[src/rtl/cs_pkg.sv]
package cs_pkg;

  typedef enum logic [2:0] {
    CLS_CMP      = 3'd0,
    CLS_MTEST    = 3'd1,
    CLS_INC_SKIP = 3'd2,
    CLS_DEC_SKIP = 3'd3,
    CLS_INC_JMP  = 3'd4,
    CLS_DEC_JMP  = 3'd5,
    CLS_HALF_JMP = 3'd6,
    CLS_RSVD     = 3'd7
  } cls_e;

  // Shared condition table: lt and eq describe the signed relation x ? y.
  function automatic logic cond_hit(input logic [2:0] code, input logic lt, input logic eq);
    case (code)
      3'd0:    cond_hit = 1'b0;
      3'd1:    cond_hit = lt;
      3'd2:    cond_hit = eq;
      3'd3:    cond_hit = lt | eq;
      3'd4:    cond_hit = 1'b1;
      3'd5:    cond_hit = ~lt;
      3'd6:    cond_hit = ~eq;
      default: cond_hit = ~(lt | eq);
    endcase
  endfunction

endpackage

[src/rtl/cs_step_adder.sv]
module cs_step_adder #(
  parameter int W = 36
) (
  input  logic [W-1:0] a,
  input  logic         dec,
  input  logic         half,
  output logic [W-1:0] sum,
  output logic         c_msb_out,
  output logic         c_msb_in,
  output logic         wrap
);
  localparam int H  = W / 2;
  localparam int HL = W - H;

  logic [W-1:0] addend;
  logic [W:0]   full_sum;
  logic [W-1:0] low_sum;
  logic [H-1:0]  right_inc;
  logic [HL-1:0] left_inc;

  assign addend    = dec ? {W{1'b1}} : W'(1);
  assign full_sum  = {1'b0, a} + {1'b0, addend};
  assign low_sum   = {1'b0, a[W-2:0]} + {1'b0, addend[W-2:0]};

  // Half form: each half incremented on its own, no carry across the boundary.
  assign right_inc = a[H-1:0] + H'(1);
  assign left_inc  = a[W-1:H] + HL'(1);

  always_comb begin
    if (half) begin
      sum       = {left_inc, right_inc};
      c_msb_out = 1'b0;
      c_msb_in  = 1'b0;
    end else begin
      sum       = full_sum[W-1:0];
      c_msb_out = full_sum[W];
      c_msb_in  = low_sum[W-1];
    end
    wrap = c_msb_out ^ c_msb_in;
  end

endmodule

[src/rtl/cs_cond_eval.sv]
module cs_cond_eval #(
  parameter int W = 36
) (
  input  logic [W-1:0] x,
  input  logic [W-1:0] y,
  input  logic [2:0]   code,
  output logic         hit
);
  import cs_pkg::*;

  logic rel_lt;
  logic rel_eq;

  assign rel_lt = $signed(x) < $signed(y);
  assign rel_eq = (x == y);
  assign hit    = cond_hit(code, rel_lt, rel_eq);

endmodule

[src/rtl/cs_cond_unit.sv]
module cs_cond_unit #(
  parameter int W    = 36,
  parameter int AC_W = 4
) (
  input  logic            clk,
  input  logic            rst_n,
  input  logic            in_valid,
  input  logic [2:0]      op_class,
  input  logic [2:0]      cond,
  input  logic [AC_W-1:0] ac_sel,
  input  logic [W-1:0]    ac_val,
  input  logic [W-1:0]    operand,
  output logic            out_valid,
  output logic [W-1:0]    result,
  output logic            wr_mem,
  output logic            wr_ac,
  output logic            take,
  output logic            flag_upd,
  output logic            carry0,
  output logic            carry1,
  output logic            ovf
);
  import cs_pkg::*;

  cls_e cls;
  assign cls = cls_e'(op_class);

  // Named decode events
  logic ac_field_nz;
  logic step_from_mem;
  logic step_dec;
  logic step_half;
  logic step_used;

  assign ac_field_nz   = (ac_sel != '0);
  assign step_from_mem = (cls == CLS_INC_SKIP) || (cls == CLS_DEC_SKIP);
  assign step_dec      = (cls == CLS_DEC_SKIP) || (cls == CLS_DEC_JMP);
  assign step_half     = (cls == CLS_HALF_JMP);
  assign step_used     = step_from_mem || (cls == CLS_INC_JMP) || (cls == CLS_DEC_JMP);

  logic [W-1:0] step_src;
  logic [W-1:0] step_sum;
  logic         st_c0, st_c1, st_wrap;

  assign step_src = step_from_mem ? operand : ac_val;

  cs_step_adder #(.W(W)) u_step (
    .a         (step_src),
    .dec       (step_dec),
    .half      (step_half),
    .sum       (step_sum),
    .c_msb_out (st_c0),
    .c_msb_in  (st_c1),
    .wrap      (st_wrap)
  );

  logic [W-1:0] ev_x, ev_y;
  logic         ev_hit;

  always_comb begin
    case (cls)
      CLS_CMP:   begin ev_x = ac_val;   ev_y = operand; end
      CLS_MTEST: begin ev_x = operand;  ev_y = '0;      end
      default:   begin ev_x = step_sum; ev_y = '0;      end
    endcase
  end

  cs_cond_eval #(.W(W)) u_eval (
    .x    (ev_x),
    .y    (ev_y),
    .code (cond),
    .hit  (ev_hit)
  );

  logic [W-1:0] nx_result;
  logic         nx_wr_mem, nx_wr_ac, nx_take, nx_flag;

  always_comb begin
    nx_result = '0;
    nx_wr_mem = 1'b0;
    nx_wr_ac  = 1'b0;
    nx_take   = 1'b0;
    nx_flag   = 1'b0;
    case (cls)
      CLS_CMP: begin
        nx_result = ac_val;
        nx_take   = ev_hit;
      end
      CLS_MTEST: begin
        nx_result = operand;
        nx_wr_ac  = ac_field_nz;
        nx_take   = ev_hit;
      end
      CLS_INC_SKIP, CLS_DEC_SKIP: begin
        nx_result = step_sum;
        nx_wr_mem = 1'b1;
        nx_wr_ac  = ac_field_nz;
        nx_take   = ev_hit;
        nx_flag   = 1'b1;
      end
      CLS_INC_JMP, CLS_DEC_JMP, CLS_HALF_JMP: begin
        nx_result = step_sum;
        nx_wr_ac  = 1'b1;
        nx_take   = ev_hit;
        nx_flag   = step_used;
      end
      default: ;
    endcase
  end

  always_ff @(posedge clk) begin
    if (!rst_n) begin
      out_valid <= 1'b0;
      result    <= '0;
      wr_mem    <= 1'b0;
      wr_ac     <= 1'b0;
      take      <= 1'b0;
      flag_upd  <= 1'b0;
      carry0    <= 1'b0;
      carry1    <= 1'b0;
      ovf       <= 1'b0;
    end else begin
      out_valid <= in_valid;
      result    <= in_valid ? nx_result : '0;
      wr_mem    <= in_valid & nx_wr_mem;
      wr_ac     <= in_valid & nx_wr_ac;
      take      <= in_valid & nx_take;
      flag_upd  <= in_valid & nx_flag;
      carry0    <= in_valid & nx_flag & st_c0;
      carry1    <= in_valid & nx_flag & st_c1;
      ovf       <= in_valid & nx_flag & st_wrap;
    end
  end

endmodule

[config.mk]
export PLATFORM = sky130hd
export DESIGN_NAME = cs_cond_unit
export DESIGN_NICKNAME = d
export VERILOG_FILES = /design/src/rtl/cs_pkg.sv /design/src/rtl/cs_step_adder.sv /design/src/rtl/cs_cond_eval.sv /design/src/rtl/cs_cond_unit.sv
export SDC_FILE = /design/constraint.sdc
export NUM_CORES = 1
export LEC_CHECK = 0
export CELL_PAD_IN_SITES_DETAIL_PLACEMENT = 0
export CELL_PAD_IN_SITES_GLOBAL_PLACEMENT = 2
export CORE_MARGIN = 4
export CORE_UTILIZATION = 34
export DETAILED_ROUTE_END_ITERATION = 6
export DONT_BUFFER_PORTS = 1
export GPL_TIMING_DRIVEN = 0
export PLACE_DENSITY = 0.82
export SLEW_MARGIN = 5
export SYNTH_ARGS = -nofsm -noshare
export SYNTH_HDL_FRONTEND = slang
export SYNTH_SLANG_ARGS = --single-unit
[constraint.sdc]
create_clock -name clk -period 7.1 [get_ports clk]
set_input_delay 1.42 -clock clk [delete_from_list [all_inputs] [get_ports clk]]
set_output_delay 1.42 -clock clk [all_outputs]
set_load 0.01 [all_outputs]
After elaboration in Yosys (flattened, before gate mapping)
Cells that the tools add are included.
W data, S select, Z words.

storage, ports and cells
  word-level logic and storage cells = 65
  bits of input ports = 85
  register bits after elaboration = 44
  output and inout port bits = 44

operators by class
  equal/unequal tests = 13
  reductions and logical operators = 13
  muxes and demuxes = 13
  bitwise logic cells = 12
  add/sub/neg operators = 4
  magnitude comparators = 1

operator list
  cell                     number
  $mux W36                 4
  $pmux W36 S3             1
  $pmux W36 S2             1
  $add A36 B36 Y37         1
  $add A18 B1 Y18 const B  2
  $add A35 B35 Y36         1
  $eq A36 B36 Y1           1
  $lt A36 B36 Y1           1
  $eq A3 B3 Y1 const B     6
  $eq A3 B2 Y1 const B     4
  $and A1 B1 Y1            7
  $pmux W1 S7              1
  $reduce_or A7 Y1         1
  $eq A3 B1 Y1 const B     2
  $logic_not A3 Y1         2
  $reduce_or A3 Y1         2
  $reduce_or A5 Y1         1
  $logic_or A1 B1 Y1       4
  $mux W1                  4
  $pmux W1 S2              2
  $reduce_bool A4 Y1       1
  $not A1 Y1               3
  $reduce_and A2 Y1        1
  $reduce_or A2 Y1         1
  other kinds (2)          2

Depth between registers and ports, before layout
  word-level depth = 12
  gate-level depth with buffers = 30
  mapped depth without buffers = 24

Modules after synthesis
A second synthesis with hierarchy kept.

unflattened totals
  cells, all modules = 965
  area total of the unflattened synthesis = 7333.3 µm²

modules (own cells, without submodules)
  module         cells an instance  seq. area each (µm²)  times used  area each (µm²)
  cs_cond_unit   402                880.8                 1           3528.4
  cs_step_adder  430                0.0                   1           2846.5
  cs_cond_eval   133                0.0                   1           958.4

Least setup slack after synthesis
Ideal clock, no wire load.

  path type = input to register
  start point = input port op_class[2]
  end point = register take
  slack = 0.011 ns
  stages = 26
  arrival = 7.018 ns
  required time = 7.029 ns
  setup time = 0.071 ns
  cells stage by stage = clkbuf_1 -> inv_1 -> a21boi_0 -> clkbuf_1 -> and2_1 -> ha_1 -> buf_2 -> a21o_1 -> or3_1 -> o21ai_0 -> o21ai_0 -> a21o_1 -> a21o_1 -> xor2_1 -> o21ai_0 -> mux2i_1 -> ha_1 -> a21o_1 -> a21o_1 -> a21o_1 -> a21o_1 -> a21o_1 -> o21bai_1 -> a31oi_1 -> or3_1 -> a21oi_1

between the ends
  longest elaborated chain between the ends = 12
  elaborated cells between the ends (all ways) = 27

ends and longest elaborated chain
  element                                           RTL line                                 RTL
  start, declared                                   cs_cond_unit.sv:8                        input logic [2:0] op_class,
  $eq A3 B2 Y1 (tied with other cells)              cs_cond_unit.sv:36, cs_cond_unit.sv:84
  $logic_or A1 B1 Y1, on equally long branches      cs_cond_unit.sv:36, cs_cond_unit.sv:37
  $mux W36, on equally long branches                cs_cond_unit.sv:45, cs_step_adder.sv:21
  $add A36 B36 Y37 (tied with other cells)          cs_step_adder.sv:22                      assign full_sum = {1'b0, a} + {1'b0, addend};
  $mux W36                                          cs_step_adder.sv:30                      if (half) begin
  $pmux W36 S2                                      cs_cond_unit.sv:61                       case (cls)
  $lt A36 B36 Y1 or $eq A36 B36 Y1 (tied branches)  cs_cond_eval.sv:14, cs_cond_eval.sv:15
  $or A1 B1 Y1                                      cs_pkg.sv:20, cs_pkg.sv:24
  $not A1 Y1                                        cs_pkg.sv:24                             default: cond_hit = ~(lt | eq);
  $pmux W1 S7                                       cs_pkg.sv:16                             case (code)
  $mux W1 (*)                                       cs_cond_unit.sv:84                       case (cls)
  $and A1 B1 Y1 (*)                                 cs_cond_unit.sv:127                      take <= in_valid & nx_take;
  end signal, assigned                              cs_cond_unit.sv:127
  end, declared                                     cs_cond_unit.sv:17                       output logic take,

Mark *: on every way between the ends. The rest lies on a longest branch, timed or not.
A chain may end at the register's enable or synchronous reset.

Worst setup path in the final report
Ends and elaborated chain as after synthesis.

==> flow_summary.ini <==
[clock_network]
numCtsBuffers = 5
htreeDepth = 2
hold_buffers = 0
cts_tree = done
clkTransAtPathRegs_ns = 0.07
clockBufferDepth = 2
clkSinkCount = 44
cts-root-buf = clkbuf_16

[sta]
finalHoldViolCount = 0
worstMarginPinSlew_ns = 0.981
slew_viol_final = 0
finalSetupViolCount = 0
rsz0062_at_grt = no
fin_ws_ns = 0.183
layout_min_cycle_time_ns = 6.92
final_min_period_over_clock_period = 0.974
slew_headroom = 0.346
max_freq_mhz = 145

[worst_setup_path]
startpoint_type = input port
crit_slowest_cell = or3_4
cp_max_fo = 8
criticalPathCategory = input port to register
critPathMostFrequentCell = buf_12
end_kind = register
critPathMaxStageDelay_ns = 0.42
cp.required_ns = 7.33
cp.arrival_ns = 7.14

[synthesis]
synthArstFlopShare = 0
synth-edff-count = 0
synth_seq_cells = 44
synth_nets = 1072
synth_flop_cell = dfxtp_1
ys_types = 76
yosysSeqAreaShare = 0.132
avgSynthCellArea_um2 = 7.30
ys_warn_count = 0
syn_area_mm2 = 0.00665
netlist_instances = 911

[power_and_ir_drop]
power_density_mw_per_mm2 = 166
finalPower_mw = 1.25
p_leak_nw = 3.01
switchingPower_mw = 0.563
clock_power_share = 0.203
p_int_mw = 0.689
vdd_drop_max_uv = 99.3
seq_power_share = 0.224
p_comb_frac = 0.573
p_sw_frac = 0.450

[route]
wl_mm = 27.4
drc = 0
via_per_inst = 5.89
routedWlPerCell_um = 22.8
vias = 7069
detail-route-antenna-nets = 0
drt_iter0_markers = 534
dr.pass1.iters = 5

[floorplan]
pin_count = 129
dieArea_mm2 = 0.0219
initial_utilization = 0.351
die_h_um = 148
rows = 50
die_x_um = 148
core_area_mm2 = 0.0190

[hold_path]
min_path_type = input port to register

[global_route]
grt_pass1_wl_mm = 41.0
antenna_found_initial = 1
grtUsageTotal = 0.242
overflow = 0
grt_start_max_net_pins = 20
grt_pass1_vias = 6886

[final_layout]
antennaDiodeCount = 0
drive_above_1_share = 0.117
fin_cells = 1201
regArea_um2 = 881
areaGrowthSynthToFinish_pct = 13.4
fillers = 2002
final_area_mm2 = 0.00754
multi_input_comb_area_mm2 = 0.00563
finalNetCount = 1101

[place]
gp_congestion = 0.944
post-place-ws_ns = -1.47
placed_cell_area_mm2 = 0.00698
place_hpwl_mm = 21.0
port_buffers = 0
dpl.cell_count = 1171

[run_status]
status = completed

[run]
drv_cap = 0
## repair_timing
| item | 4_1_cts | 5_1_grt |
|---|---|---|
| endpoints found under the setup margin | 1 | 1 |
| cloned | 1 | 1 |
| buffers inserted | 7 | 14 |
| pin swaps | 7 | 13 |
| gates resized for setup | 34 | 24 |
## cells in the mapped netlist, types with 12 or more instances
master / number / area [um2]
nand2_1: 118 / 443
a21oi_1: 96 / 480
ha_1: 75 / 938
nor2_1: 73 / 274
o21ai_0: 57 / 285
dfxtp_1: 44 / 881
a21o_1: 39 / 293
clkbuf_1: 35 / 131
xnor2_1: 34 / 298
a22oi_1: 29 / 218
xor2_1: 25 / 219
inv_1: 21 / 78.8
mux2_2: 20 / 225
nand3_1: 18 / 90.1
mux2i_1: 17 / 170
nand4_1: 17 / 106
nor3_1: 17 / 85.1
a31oi_1: 13 / 81.3
nor2b_1: 12 / 75.1
## worst paths after layout
check	startpoint	endpoint	slack (ns)	cells after the start
setup / recovery	op_class[2]	take	0.18	28
hold / removal	in_valid	wr_mem	1.27	1
## worst max-delay path: cells and delay by family
kind / cells / cell delay, ns
adder cells (fa/ha/maj): 3 / 0.83
multiplexers: 1 / 0.24
AO/OA/AOI/OAI: 10 / 2.03
buffers and inverters: 7 / 0.86
XOR/XNOR: 1 / 0.20
AND/OR/NAND/NOR: 6 / 1.55
## layout by cell type, fill, tap and decap left out, types with 5 or more instances in the layout
cell	Yosys	final
nand4_1	17	17
nor2_1	73	72
nand2_1	118	118
inv_1	21	20
nand3_1	18	18
clkbuf_16	0	6
a31oi_1	13	12
dfxtp_1	44	44
nand2b_1	7	7
nor2b_1	12	12
xor2_1	25	25
mux2_2	20	20
xnor2_1	34	34
o21ai_0	57	56
mux2i_1	17	11
buf_4	1	22
o21a_1	9	9
a21oi_1	96	93
a22o_1	9	9
and2_1	6	5
a211oi_1	10	8
a22oi_1	29	29
and3_1	10	10
clkbuf_1	35	32
nor3_1	17	16
ha_1	75	71
or3_1	10	9
a21o_1	39	39
## registers in the layout (all words and copies together), names as in the netlist
name       cells
out_valid      1
wr_ac          1
take           1
wr_mem         1
carry0         1
flag_upd       1
carry1         1
ovf            1
result        36
## power groups by stage
stage / Clock (mW) / Sequential (mW) / Combinational [mW]
finish: 0.254 / 0.281 / 0.717
floorplan: 0 / 0.284 / 0.507
detailed placement: 0 / 0.287 / 0.662
CTS: 0.263 / 0.282 / 0.688
global route: 0.269 / 0.283 / 0.798
global placement: 0 / 0.287 / 0.666
## final cells by class
type                    count  area share
clock inverters             3     0.00315
repair buffers             22      0.0242
clock buffers               5      0.0166
plain buffers              50      0.0380
flip-flops and latches     44       0.117
inverters                  22      0.0116
well taps                 260      0.0431
multi-input cells         795       0.746
## metal layers
metal  vias up  part of all wire  GRT usage
li1       3421                 -          -
met1      3302              0.44      0.321
met2       292              0.43      0.375
met3        52             0.095     0.0733
met4         2             0.028     0.0804
met5         -           0.00040          0
## cells by family (layout without fill, tap and decap cells)
kind of cell	Yosys count	in the layout	synth area share
compound gates	308	308	0.307
xor+xnor	59	59	0.0777
fa+ha+maj	76	76	0.144
buf+inv	73	102	0.0484
flops	44	44	0.132
mux	39	39	0.0640
simple gates	312	313	0.226
## metrics by stage
| stage | hold WS [ns] | utilization | TNS (ns) |
|---|---|---|---|
| floorplan | 1.57 | - | 0 |
| global placement | 1.57 | 0.368 | -2.17 |
| detailed placement | 1.58 | 0.368 | -1.47 |
| CTS | 1.26 | 0.387 | 0 |
| global route | 1.28 | 0.398 | 0 |
| finish | 1.27 | 0.398 | 0 |
(Power assumes the default switching activity.)
